--- src/rtl/vsw_pkg.sv ---
package vsw_pkg;

  typedef enum logic [2:0] {
    ST_IDLE,
    ST_WAIT_PRE,
    ST_SWITCH,
    ST_WAIT_STABLE,
    ST_DLL_RST,
    ST_ZQCL,
    ST_WAIT_TMR
  } vsw_state_e;

  // {cs_n, ras_n, cas_n, we_n}
  localparam logic [3:0] CMD_NOP  = 4'b0111;
  localparam logic [3:0] CMD_READ = 4'b0101;
  localparam logic [3:0] CMD_MRS  = 4'b0000;
  localparam logic [3:0] CMD_ZQ   = 4'b0110;

  localparam int DLL_RST_BIT = 8;
  localparam int ZQ_LONG_BIT = 10;

  function automatic logic cmd_is_idle(input logic [3:0] c);
    return c[3] || (c == CMD_NOP);
  endfunction

  function automatic logic cmd_is_read(input logic [3:0] c);
    return (c == CMD_READ);
  endfunction

endpackage

--- src/rtl/vsw_timer.sv ---
module vsw_timer #(
  parameter int CYCLES = 512
) (
  input  logic clk,
  input  logic rst_n,
  input  logic start,
  output logic done
);
  localparam int W = $clog2(CYCLES + 1);

  logic [W-1:0] cnt;

  always_ff @(posedge clk or negedge rst_n) begin
    if (!rst_n)          cnt <= '0;
    else if (start)      cnt <= W'(CYCLES);
    else if (cnt != '0)  cnt <= cnt - 1'b1;
  end

  assign done = (cnt == '0);
endmodule

--- src/rtl/vsw_fsm.sv ---
module vsw_fsm
  import vsw_pkg::*;
#(
  parameter bit RESET_HIGH = 1'b1
) (
  input  logic       clk,
  input  logic       rst_n,
  input  logic       chg_req,
  input  logic       chg_high,
  input  logic       banks_idle,
  input  logic       supply_ok,
  input  logic       nonidle_fire,
  input  logic       timers_done,
  output vsw_state_e state,
  output logic       sel_high,
  output logic       zq_start,
  output logic       dll_start
);
  vsw_state_e nxt;
  logic       tgt_high;

  always_comb begin
    nxt = state;
    unique case (state)
      ST_IDLE:        if (chg_req) nxt = ST_WAIT_PRE;
      ST_WAIT_PRE:    if (banks_idle && !nonidle_fire) nxt = ST_SWITCH;
      ST_SWITCH:      if (!supply_ok) nxt = ST_WAIT_STABLE;
      ST_WAIT_STABLE: if (supply_ok) nxt = ST_DLL_RST;
      ST_DLL_RST:     nxt = ST_ZQCL;
      ST_ZQCL:        nxt = ST_WAIT_TMR;
      ST_WAIT_TMR:    if (timers_done) nxt = ST_IDLE;
      default:        nxt = ST_IDLE;
    endcase
  end

  assign zq_start  = (state == ST_WAIT_STABLE) && supply_ok;
  assign dll_start = (state == ST_DLL_RST);

  always_ff @(posedge clk or negedge rst_n) begin
    if (!rst_n) begin
      state    <= ST_IDLE;
      tgt_high <= RESET_HIGH;
      sel_high <= RESET_HIGH;
    end else begin
      state <= nxt;
      if (state == ST_IDLE && chg_req) tgt_high <= chg_high;
      if (state == ST_WAIT_PRE && nxt == ST_SWITCH) sel_high <= tgt_high;
    end
  end
endmodule

--- src/rtl/vsw_gate.sv ---
module vsw_gate
  import vsw_pkg::*;
#(
  parameter int          ADDR_W  = 14,
  parameter int          BA_W    = 3,
  parameter int unsigned MR0_VAL = 0
) (
  input  logic              clk,
  input  logic              rst_n,
  input  vsw_state_e        state,
  input  logic              up_valid,
  input  logic [3:0]        up_cmd,
  input  logic [BA_W-1:0]   up_ba,
  input  logic [ADDR_W-1:0] up_addr,
  output logic              up_ready,
  output logic              nonidle_fire,
  output logic [3:0]        dev_cmd,
  output logic [BA_W-1:0]   dev_ba,
  output logic [ADDR_W-1:0] dev_addr
);
  localparam logic [ADDR_W-1:0] MRS_ADDR =
    ADDR_W'(MR0_VAL) | (ADDR_W'(1) << DLL_RST_BIT);
  localparam logic [ADDR_W-1:0] ZQ_ADDR = ADDR_W'(1) << ZQ_LONG_BIT;

  logic fire;

  always_comb begin
    unique case (state)
      ST_IDLE, ST_WAIT_PRE:      up_ready = 1'b1;
      ST_SWITCH, ST_WAIT_STABLE: up_ready = cmd_is_idle(up_cmd);
      ST_WAIT_TMR:               up_ready = !cmd_is_read(up_cmd);
      default:                   up_ready = 1'b0;
    endcase
  end

  assign fire         = up_valid && up_ready;
  assign nonidle_fire = fire && !cmd_is_idle(up_cmd);

  always_ff @(posedge clk or negedge rst_n) begin
    if (!rst_n) begin
      dev_cmd  <= CMD_NOP;
      dev_ba   <= '0;
      dev_addr <= '0;
    end else if (state == ST_DLL_RST) begin
      dev_cmd  <= CMD_MRS;
      dev_ba   <= '0;
      dev_addr <= MRS_ADDR;
    end else if (state == ST_ZQCL) begin
      dev_cmd  <= CMD_ZQ;
      dev_ba   <= '0;
      dev_addr <= ZQ_ADDR;
    end else if (fire) begin
      dev_cmd  <= up_cmd;
      dev_ba   <= up_ba;
      dev_addr <= up_addr;
    end else begin
      dev_cmd  <= CMD_NOP;
      dev_ba   <= '0;
      dev_addr <= '0;
    end
  end
endmodule

--- src/rtl/vsw_seq.sv ---
module vsw_seq
  import vsw_pkg::*;
#(
  parameter int          ADDR_W     = 14,
  parameter int          BA_W       = 3,
  parameter int          T_DLL      = 512,
  parameter int          T_ZQ       = 512,
  parameter int unsigned MR0_VAL    = 0,
  parameter bit          RESET_HIGH = 1'b1
) (
  input  logic              clk,
  input  logic              rst_n,
  input  logic              chg_req,
  input  logic              chg_high,
  input  logic              banks_idle,
  input  logic              supply_ok,
  input  logic              up_valid,
  output logic              up_ready,
  input  logic [3:0]        up_cmd,
  input  logic [BA_W-1:0]   up_ba,
  input  logic [ADDR_W-1:0] up_addr,
  output logic [3:0]        dev_cmd,
  output logic [BA_W-1:0]   dev_ba,
  output logic [ADDR_W-1:0] dev_addr,
  output logic              sel_high,
  output logic              busy
);
  vsw_state_e st;
  logic nonidle_fire, zq_start, dll_start, zq_done, dll_done;

  vsw_fsm #(.RESET_HIGH(RESET_HIGH)) u_fsm (
    .clk(clk), .rst_n(rst_n), .chg_req(chg_req), .chg_high(chg_high),
    .banks_idle(banks_idle), .supply_ok(supply_ok),
    .nonidle_fire(nonidle_fire), .timers_done(zq_done && dll_done),
    .state(st), .sel_high(sel_high), .zq_start(zq_start),
    .dll_start(dll_start)
  );

  vsw_timer #(.CYCLES(T_DLL)) u_dll_tmr (
    .clk(clk), .rst_n(rst_n), .start(dll_start), .done(dll_done)
  );

  vsw_timer #(.CYCLES(T_ZQ)) u_zq_tmr (
    .clk(clk), .rst_n(rst_n), .start(zq_start), .done(zq_done)
  );

  vsw_gate #(.ADDR_W(ADDR_W), .BA_W(BA_W), .MR0_VAL(MR0_VAL)) u_gate (
    .clk(clk), .rst_n(rst_n), .state(st), .up_valid(up_valid),
    .up_cmd(up_cmd), .up_ba(up_ba), .up_addr(up_addr),
    .up_ready(up_ready), .nonidle_fire(nonidle_fire),
    .dev_cmd(dev_cmd), .dev_ba(dev_ba), .dev_addr(dev_addr)
  );

  assign busy = (st != ST_IDLE);
endmodule

--- config.mk ---
export PLATFORM = sky130hd
export DESIGN_NAME = vsw_seq
export DESIGN_NICKNAME = d
export VERILOG_FILES = /design/src/rtl/vsw_pkg.sv /design/src/rtl/vsw_timer.sv /design/src/rtl/vsw_fsm.sv /design/src/rtl/vsw_gate.sv /design/src/rtl/vsw_seq.sv
export SDC_FILE = /design/constraint.sdc
export NUM_CORES = 1
export LEC_CHECK = 0
export BUFFER_PORTS_ARGS = -buffer_cell sky130_fd_sc_hd__buf_2
export CORE_MARGIN = 1.5
export CORE_UTILIZATION = 47
export DETAILED_ROUTE_END_ITERATION = 12
export HOLD_SLACK_MARGIN = 0.05
export MAX_ROUTING_LAYER = met4
export PLACE_DENSITY = 0.83
export SLEW_MARGIN = 20
export SYNTH_ARGS = -nofsm -noshare
export SYNTH_HDL_FRONTEND = slang
export SYNTH_SLANG_ARGS = --single-unit
--- constraint.sdc ---
create_clock -name clk -period 1.7 [get_ports clk]
set_input_delay 0.34 -clock clk [delete_from_list [all_inputs] [get_ports clk]]
set_output_delay 0.34 -clock clk [all_outputs]
set_load 0.02 [all_outputs]
# Word-level counts from Yosys, hierarchy flattened
# Cells that the tools add are included.
[totals]
regBits = 46
[op_classes]
n_addsub = 2
n_eq_ne = 9
muxes = 20
n_reduce_logical = 21
[ops]
columns = ["op", "count"]
rows = [
  ["$mux 14", 3],
  ["$mux 10", 4],
  ["$mux 3", 8],
  ["$pmux 3 s7", 1],
  ["$logic_not 10->1", 2],
  ["$reduce_bool 10->1", 2],
  ["$sub 10x1->10 const B", 2],
  ["$mux 4", 3],
  ["$eq 3x2->1 const B", 3],
  ["$eq 3x3->1 const B", 3],
  ["$eq 4x3->1 const B", 2],
  ["$logic_and 1x1->1", 7],
  ["$reduce_bool 2->1", 2],
  ["$reduce_or 2->1", 2],
  ["$eq 3x1->1 const B", 1],
  ["$logic_not 1->1", 3],
  ["$logic_not 3->1", 1],
  ["$pmux 1 s3", 1],
  ["$reduce_bool 3->1", 1],
  ["$logic_or 1x1->1", 1],
]

# Longest topological paths before layout
# Gate-level depths: netlist of the first run.
[depth]
word_depth = 11
ltp_mapped = 7
mapped_depth_nobuf = 6

# Hierarchy
# From an unflattened synthesis of the first run, not the netlist that was laid out.
[unflattened]
hier_cells = 198
hier_area_um2 = 2185.8
[by_module_without_submodules]
columns = ["module", "instances", "cells_each", "area_each_um2", "seq_area_each_um2"]
rows = [
  ["vsw_timer", 2, 53, 533.0, 250.2],
  ["vsw_gate", 1, 64, 825.8, 529.3],
  ["vsw_fsm", 1, 26, 281.5, 127.6],
  ["vsw_seq", 1, 2, 12.5, 0.0],
]

# Worst setup path after synthesis of the first run
# Ideal clock, no wire load.
[synth_path]
path_kind = "register -> register"
startpoint = "register u_zq_tmr.cnt[0]"
endpoint = "register u_fsm.state[1]"
setup_time_ns = 0.137
arrival_ns = 1.680
required_ns = 1.563
slack_ns = -0.117
path_stages_with_launch = 7
path_buffers = 0
path_cell_list = "dfrtp_1 -> inv_1 -> ha_1 -> nor3b_1 -> nand3_1 -> o21ai_0 -> o211ai_1"
[synth_via]
elab_chain_cells = 4
[synth_lines]
columns = ["item", "line_no", "rtl"]
rows = [
  ["from (decl)", "vsw_timer.sv:11", "logic [W-1:0] cnt;"],
  ["from (signal assigned)", "vsw_timer.sv:15", "else if (start) cnt <= W'(CYCLES);"],
  ["from (signal assigned)", "vsw_timer.sv:16", "else if (cnt != '0) cnt <= cnt - 1'b1;"],
  ["$logic_not 10->1", "vsw_timer.sv:19", "assign done = (cnt == '0);"],
  ["$logic_and 1x1->1", "vsw_seq.sv:34", ".nonidle_fire(nonidle_fire), .timers_done(zq_done && dll_done),"],
  ["$mux 3", "vsw_fsm.sv:31", "ST_WAIT_TMR: if (timers_done) nxt = ST_IDLE;"],
  ["$pmux 3 s7", "vsw_fsm.sv:24", "unique case (state)"],
  ["named net u_fsm.nxt[1]", "vsw_fsm.sv:19", "vsw_state_e nxt;"],
  ["to (signal assigned)", "vsw_fsm.sv:45", "state <= nxt;"],
  ["to (decl)", "vsw_fsm.sv:14", "output vsw_state_e state,"],
]
# The timed path passes the listed nets, and every way through them passes these cells.
# A chain may end at the register's enable or synchronous reset.

# Worst setup path after layout of the first run
[layout_path]
startpoint = "register u_zq_tmr.cnt[1]"
endpoint = "register u_zq_tmr.cnt[9]"
[layout_via]
elab_chain_cells = 3
[layout_lines]
columns = ["item", "line_no"]
rows = [
  ["$sub 10x1->10", "vsw_timer.sv:16"],
  ["$mux 10", "vsw_timer.sv:16"],
  ["$mux 10", "vsw_timer.sv:15"],
]
# Several ways; a longest one is shown, not always the timed one. The select of a mux whose other input is x is not followed.

==> summary.txt, run 1 <==
Setup path
  • Max Fanout on Critical Path: 4
  • Critical Path Sink Type: flop
  • CP Class: reg2reg
  • Critical path launch point type: flop
  • Arrival time worst endpoint: around 1.9 ns
  • Critical Path RT: 1.89 ns

Yosys
  • Register area share after synthesis: roughly 55%
  • Yosys warnings: 0
  • Mapped Avg Cell Area: ~11 µm²
  • Synthesized cell area: approximately 0.0021 mm²
  • Synth Register Bits: 46
  • Distinct cells, synth: 42
  • Syn Inst Count: 199
  • Syn_nets: approximately 230

Floorplanning
  • Starting Density: 48.4%
  • Die Span X: approximately 70 µm
  • Core Area: between 0.004 and 0.005 mm²
  • Site Rows: 24
  • Die Y-Extent: ~70 µm
  • Ports: 52
  • Die area: 0.00486 mm²

STA
  • Final setup margin: -0.0320 ns
  • RSZ-0062 raised after global routing: true
  • Final period util: 102%
  • Setup Skew: a little under 0.007 ns
  • Rel. slew slack: 66.7%
  • Period minus WS final: roughly 1.7 ns
  • Worst Max-Slew Pin Slew: 0.498 ns
  • Max-slew violations: 0
  • Setup_tns: -0.0320 ns
  • Setup-failing EPs final: 1
  • Max Clk Rate: slightly below 0.6 GHz
  • Final Hold Fails: 0

Placement
  • Pre-CTS worst setup slack: -0.0437 ns
  • GP Congestion: approximately 0.80
  • DP HPWL: 3240 µm
  • Port bufs: 51
  • Placed insts: 320

Clock tree
  • Max Root-Sink Buffers: 2
  • Sink Count: 46
  • Worst skew pair latency: about 0.30 ns
  • CTS clk-pin slew, worst paths: 0.09 ns
  • Cts bufs inserted: 5
  • Clock root cell: clkbuf_8
  • CTS tree: built
  • H-Tree Level Count: 2

Finish
  • Area growth, synth to finish: 36.0%
  • Layout cells sized above 1: between 40% and 50%
  • Final #Nets: between 300 and 400
  • Antenna cells: 0
  • Final Core Density: between 60% and 70%
  • Cell Count, Final, Fillers Out: 334
  • Fillers: roughly 340

Pwr
  • Tot Pwr: about 5 mW
  • Pwr Density: roughly 1800 mW/mm²
  • Worst VDD drop: approximately 0.0011 V
  • Leakage: ~1.4 nW

Run
  • Max-Cap Viols: 0

Global route
  • Largest net degree at the start of global routing: 28
  • Vias in the first global route: between 1500 and 2000
  • Initial antenna violation count: 0
  • Gr ovfl total: 0
  • Global-route wire length before repair: 7540 µm
  • Total GRT Usage: between 15 and 20%

Detailed routing
  • ANT nets after route: 0
  • Vias: 1797
  • Avg WL per Cell: 14.0 µm
  • Post-route DRC: 0
  • Avg Vias per Cell: between 5 and 6
  • Final wirelength: 4680 µm
  • Iter 0 DRT Violations: 100
  • DR pass1 iterations: 4

Outcome
  • Status: finished with violations
  • Failing checks: negative setup slack

Hold path
  • Hold Crit Class: in2reg
## layer usage
metal  track usage [%]  share of wire (%)
met5                 -                  0
met2              35.1                 54
met1              22.1                 41
met3              5.09                3.8
met4              5.56                1.4
## layout by cell type, fill, tap and decap left out, drive strengths merged, types with 2 or more instances in the layout
| cell type | n |
|---|---|
| dfstp | 5 |
| nor4b | 2 |
| nor3 | 4 |
| a211oi | 2 |
| nor2b | 3 |
| nor3b | 2 |
| or3 | 4 |
| nand2b | 4 |
| ha | 2 |
| a211o | 3 |
| mux2 | 4 |
| nor2 | 23 |
| nand3 | 6 |
| xnor2 | 6 |
| a21oi | 8 |
| o21ai | 4 |
| a311oi | 2 |
| clkbuf | 5 |
| and3 | 16 |
| a31oi | 4 |
| o211ai | 2 |
| nand4b | 2 |
| or4 | 5 |
| nand2 | 13 |
| inv | 10 |
| buf | 84 |
| dfrtp | 41 |
| nand3b | 3 |
## where the power goes
group / internal [mW] / total, mW / switching (mW)
logic: 1.25 / 2.59 / 1.34
registers: 1.54 / 1.83 / 0.287
clock network: 0.297 / 0.687 / 0.390
total: 3.09 / 5.10 / 2.02
## stage by stage
stage	hold slack, ns	area [µm²]
after floorplan	0.0444	2100
after global placement	0.317	2610
after detailed placement	0.321	2610
after CTS	0.261	2750
after global routing	0.254	2840
final	0.265	2840
## worst max-delay path, cell delays in order, from the launching register on
cell     delay (ns)
dfrtp_1        0.41
or4_4          0.52
or4_4          0.43
a211o_1        0.26
## final cells by class
class                           count  area (µm²)  share of cell area (%)
Sequential cell                    46        1160                    40.8
Clock buffer                        5        68.8                    2.42
Multi-Input combinational cell    134         941                    33.1
Clock inverter                      3        25.0                   0.880
Timing Repair Buffer               85         548                    19.3
Tap cell                           52        65.1                    2.29
Inverter                            9        33.8                    1.19
## synthesized netlist by cell type
cell type,instances,area [µm²]
and3_1,16,100
mux2_2,4,45.0
or3_2,1,7.51
o211ai_1,2,15.0
a2111oi_0,1,8.76
nor4b_4,1,23.8
inv_1,9,33.8
a31o_2,1,8.76
a32o_1,1,10.0
or4_4,2,22.5
nand3_1,6,30.0
a211oi_1,2,15.0
nor3b_1,2,15.0
a211o_1,3,26.3
a21oi_1,8,40.0
or3b_2,1,8.76
or4_1,3,22.5
nor3_1,4,20.0
a21o_1,1,7.51
ha_1,2,25.0
dfstp_2,5,131
o221ai_1,1,8.76
a311oi_1,2,17.5
o31a_1,1,8.76
xor2_1,1,8.76
nand2b_1,4,25.0
nor4_2,1,12.5
a21boi_0,1,7.51
nor2b_1,3,18.8
buf_2,2,10.0
nand4b_1,2,17.5
nor4b_1,1,8.76
nand2_1,13,48.8
xnor2_1,6,52.6
nand3b_1,3,22.5
buf_1,1,3.75
a31oi_1,4,25.0
clkbuf_1,7,26.3
dfrtp_1,41,1030
or3_1,3,18.8
nor2_1,23,86.3
o21ai_0,4,20.0
## path summary, 6_finish.rpt
kind | start | end | depth (start not counted) | slack [ns]
worst max-delay path | u_zq_tmr.cnt[1] | u_zq_tmr.cnt[9] | 3 | -0.03
max in group asynchronous | rst_n | u_fsm.tgt_high | 3 | 0.61
worst min register to register | u_zq_tmr.cnt[9] | u_zq_tmr.cnt[9] | 1 | 0.60
worst min-delay path | chg_high | u_fsm.tgt_high | 2 | 0.27
worst max register to register | u_zq_tmr.cnt[1] | u_zq_tmr.cnt[9] | 3 | -0.03
min in group asynchronous | rst_n | u_gate.dev_addr[13] | 2 | 0.51
## timing repair
item,4_1_cts,5_1_grt
hold buffers,1,0
endpoints found under the hold margin,19,0
endpoints found under the setup margin,6,16
gates resized for setup,7,19
pin swaps,2,3
buffers inserted,2,3
## sequential cells by signal, summed over array words and instances, names as in the netlist
register	count
u_dll_tmr.cnt	10
u_fsm.sel_high	1
u_fsm.state	3
u_fsm.tgt_high	1
u_gate.dev_addr	14
u_gate.dev_ba	3
u_gate.dev_cmd	4
u_zq_tmr.cnt	10
## cells by family after synthesis
logic type | count (synthesis) | share of synthesized area, %
multiplexers | 4 | 2.15
XOR/XNOR | 7 | 2.93
buffers and inverters | 19 | 3.53
adder cells (fa/ha/maj) | 2 | 1.20
AND/OR/NAND/NOR | 89 | 24.4
AO/OA/AOI/OAI | 32 | 10.5
flip-flops | 46 | 55.4
No activity file was read; power rests on OpenSTA's default activity.
==> run 2: changes to the inputs <==
BUFFER_PORTS_ARGS = -buffer_cell sky130_fd_sc_hd__buf_4   (was -buffer_cell sky130_fd_sc_hd__buf_2)
==> run 2 against run 1 <==
  * The run still ends with negative setup slack left
  * Register-to-register slack got worse by 0.03 ns
  * Sequential share of layout area fell by 1.5 points
  * Sequential power barely moved
  * Hold slack got worse by 0.014 ns
  * Flip-flop and latch count did not move
  * Final area rose by 3.8%
  * Total power rose by 2.5%
  * Via count rose by 0.67%
  * Critical path type unchanged
  * Largest cell class unchanged
==> summary.txt, run 2 (synthesis results as in run 1) <==
STA
  • Final period util: 104% (was 102%)
  • Setup_tns: -0.0626 ns (was -0.0320 ns)
  • Final setup margin: -0.0626 ns (was -0.0320 ns)
  • Final Hold Fails: 0 (unchanged)
  • RSZ-0062 raised after global routing: true (unchanged)
  • Setup Skew: 0.00483 ns (was 0.00676 ns)
  • Setup-failing EPs final: 1 (unchanged)
  • Rel. slew slack: 61.9% (was 66.7%)
  • Max-slew violations: 0 (unchanged)
  • Period minus WS final: 1.76 ns (was 1.73 ns)
  • Worst Max-Slew Pin Slew: 0.571 ns (was 0.498 ns)
  • Max Clk Rate: 0.567 GHz (was 0.577 GHz)

Finish
  • Top flop regs: u_gate.dev_addr x14, u_dll_tmr.cnt x10, u_zq_tmr.cnt x10 (unchanged)
  • Layout cells sized above 1: 44.4% (was 44.7%)
  • Largest Register: u_gate.dev_addr (unchanged)
  • Area growth, synth to finish: 41.1% (was 36.0%)
  • Final #Nets: 313 (was 311)
  • Commonest non-fill, non-tap cell in the layout: buf_4 (was buf_2)
  • Antenna cells: 0 (unchanged)
  • Most frequent cells in the layout: buf_4 (83), dfrtp_1 (38), nor2_1 (21) (was buf_2 (48), dfrtp_1 (38), buf_4 (31))
  • Fillers: 329 (was 343)
  • Cell Count, Final, Fillers Out: 336 (was 334)
  • Number of flip-flops in the largest register: 14 (unchanged)

Setup path
  • Crit-path slowest cell: or4_4 (unchanged)
  • Max Fanout on Critical Path: 4 (unchanged)
  • Critical Path Sink Type: flop (unchanged)
  • Critical path's largest stage delay: 0.54 ns (was 0.52 ns)
  • Critical Path RT: 1.89 ns (about the same)
  • CP Class: reg2reg (unchanged)
  • Critical-path cell list: or4_4 > or4_4 > a211o_1 (unchanged)
  • Arrival time worst endpoint: 1.96 ns (was 1.92 ns)
  • CP dominant cell by count: or4_4 (unchanged)
  • Critical path's top delay family: simple AND/OR/NAND/NOR gates (unchanged)
  • Bufs and invs on worst path: 0 (unchanged)
  • Critical path launch point type: flop (unchanged)

Detailed routing
  • Vias: 1809 (was 1797)
  • DR pass1 iterations: 4 (unchanged)
  • Final wirelength: 4870 µm (was 4680 µm)
  • Avg WL per Cell: 14.5 µm (was 14.0 µm)
  • Post-route DRC: 0 (unchanged)
  • Iter 0 DRT Violations: 134 (was 100)
  • Avg Vias per Cell: 5.38 (about the same)
  • ANT nets after route: 0 (unchanged)

Clock tree
  • Clock root cell: clkbuf_8 (unchanged)
  • CTS clk-pin slew, worst paths: 0.09 ns (about the same)
  • CTS tree: built (unchanged)
  • Max Root-Sink Buffers: 2 (unchanged)
  • Cts bufs inserted: 5 (unchanged)
  • H-Tree Level Count: 2 (unchanged)
  • Sink Count: 46 (unchanged)
  • Worst skew pair latency: 0.30 ns (about the same)

Pwr
  • Switching Power: 2.03 mW (was 2.02 mW)
  • Clock share of power: 13.3% (was 13.5%)
  • Net Sw Frac: 38.7% (was 39.5%)
  • Pwr Density: 1770 mW/mm² (was 1800 mW/mm²)
  • Leakage: 1.44 nW (was 1.41 nW)
  • Pint: 3.20 mW (was 3.09 mW)
  • Comb power frac: 51.6% (was 50.7%)
  • Flop pwr share: 35.1% (was 35.8%)
  • Worst VDD drop: 0.00135 V (was 0.00113 V)

Floorplanning
  • Die area: 0.00486 mm² (unchanged)
  • Ports: 52 (unchanged)
  • Site Rows: 24 (unchanged)
  • Die Y-Extent: 69.7 µm (unchanged)
  • Starting Density: 48.4% (unchanged)
  • Core Area: 0.00432 mm² (unchanged)
  • Die Span X: 69.7 µm (unchanged)

Placement
  • GP Congestion: 0.784 (was 0.795)
  • Placed insts: 320 (unchanged)
  • Port bufs: 51 (unchanged)
  • DP HPWL: 3250 µm (was 3240 µm)

Global route
  • Global-route wire length before repair: 7940 µm (was 7540 µm)
  • Vias in the first global route: 1735 (was 1762)
  • Initial antenna violation count: 0 (unchanged)
  • Largest net degree at the start of global routing: 47 (was 28)
  • Total GRT Usage: 21.1% (was 19.8%)
  • Gr ovfl total: 0 (unchanged)

Outcome
  • Failing checks: negative setup slack (unchanged)
  • Status: finished with violations (unchanged)

Run
  • Max-Cap Viols: 0 (unchanged)

Hold path
  • Hold Crit Class: in2reg (unchanged)
[run 2: changes by cell type in the layout (fill, tap and decap cells not counted), sizes merged]
cell,delta
buf,+2
[run 2: repair_timing]
item | CTS | global route
pin swaps | 1 | 5
endpoints found under the setup margin | 6 | 14
resized for setup | 8 | 12
buffers inserted | 1 | 6
endpoints found under the hold margin | 7 | 0
hold buffers | 1 | 0
[run 2: final timing paths]
kind | slack (ns) | to | depth (start not counted) | start
min | 0.25 | u_gate.dev_cmd[1] | 3 | up_cmd[1]
min in group asynchronous | 0.57 | u_dll_tmr.cnt[8] | 2 | rst_n
max | -0.06 | u_zq_tmr.cnt[9] | 3 | u_zq_tmr.cnt[0]
min reg2reg | 0.59 | u_zq_tmr.cnt[8] | 2 | u_zq_tmr.cnt[8]
max in group asynchronous | 0.71 | u_fsm.state[1] | 2 | rst_n
max reg2reg | -0.06 | u_zq_tmr.cnt[9] | 3 | u_zq_tmr.cnt[0]
[run 2: through the flow]
stage	instance area [µm²]	power (mW)	setup WS, ns	hold WS, ns	utilization [%]
3_3_place_gp	2720	4.15	-0.0493	0.374	62.9
4_1_cts	2870	5.06	-0.0604	0.247	66.3
3_5_place_dp	2720	4.26	-0.0800	0.378	62.9
6_report	2950	5.23	-0.0626	0.251	68.2
2_1_floorplan	2100	3.28	-0.0230	0.0444	-
5_1_grt	2950	5.60	-0.0958	0.233	68.2
[run 2: final cells by class]
type / count / area, µm² / area share, %
well taps: 52 / 65.1 / 2.21
flip-flops and latches: 46 / 1160 / 39.4
clock inverters: 3 / 25.0 / 0.848
multi-input cells: 134 / 930 / 31.5
repair buffers: 87 / 667 / 22.6
inverters: 9 / 33.8 / 1.15
clock buffers: 5 / 68.8 / 2.33
[run 2: worst reg2reg max path, delay by kind of cell (launching register included)]
kind | cells | cell delay (ns)
AND/OR/NAND/NOR | 2 | 0.97
flip-flops | 1 | 0.42
AO/OA/AOI/OAI | 1 | 0.27
[run 2: power by group through the flow]
stage,clock [mW],sequential (mW),combinational (mW)
2_1_floorplan,0,1.99,1.29
3_3_place_gp,0,1.84,2.32
3_5_place_dp,0,1.86,2.40
4_1_cts,0.705,1.85,2.51
5_1_grt,0.757,1.88,2.96
6_report,0.696,1.83,2.70
[run 2: per-layer routing]
metal	routed length, µm	track usage [%]	part of all wire, %
met5	0	-	0
met3	168	5.09	3.4
met4	85	7.05	1.7
met2	2570	34.2	53
met1	2050	26.2	42
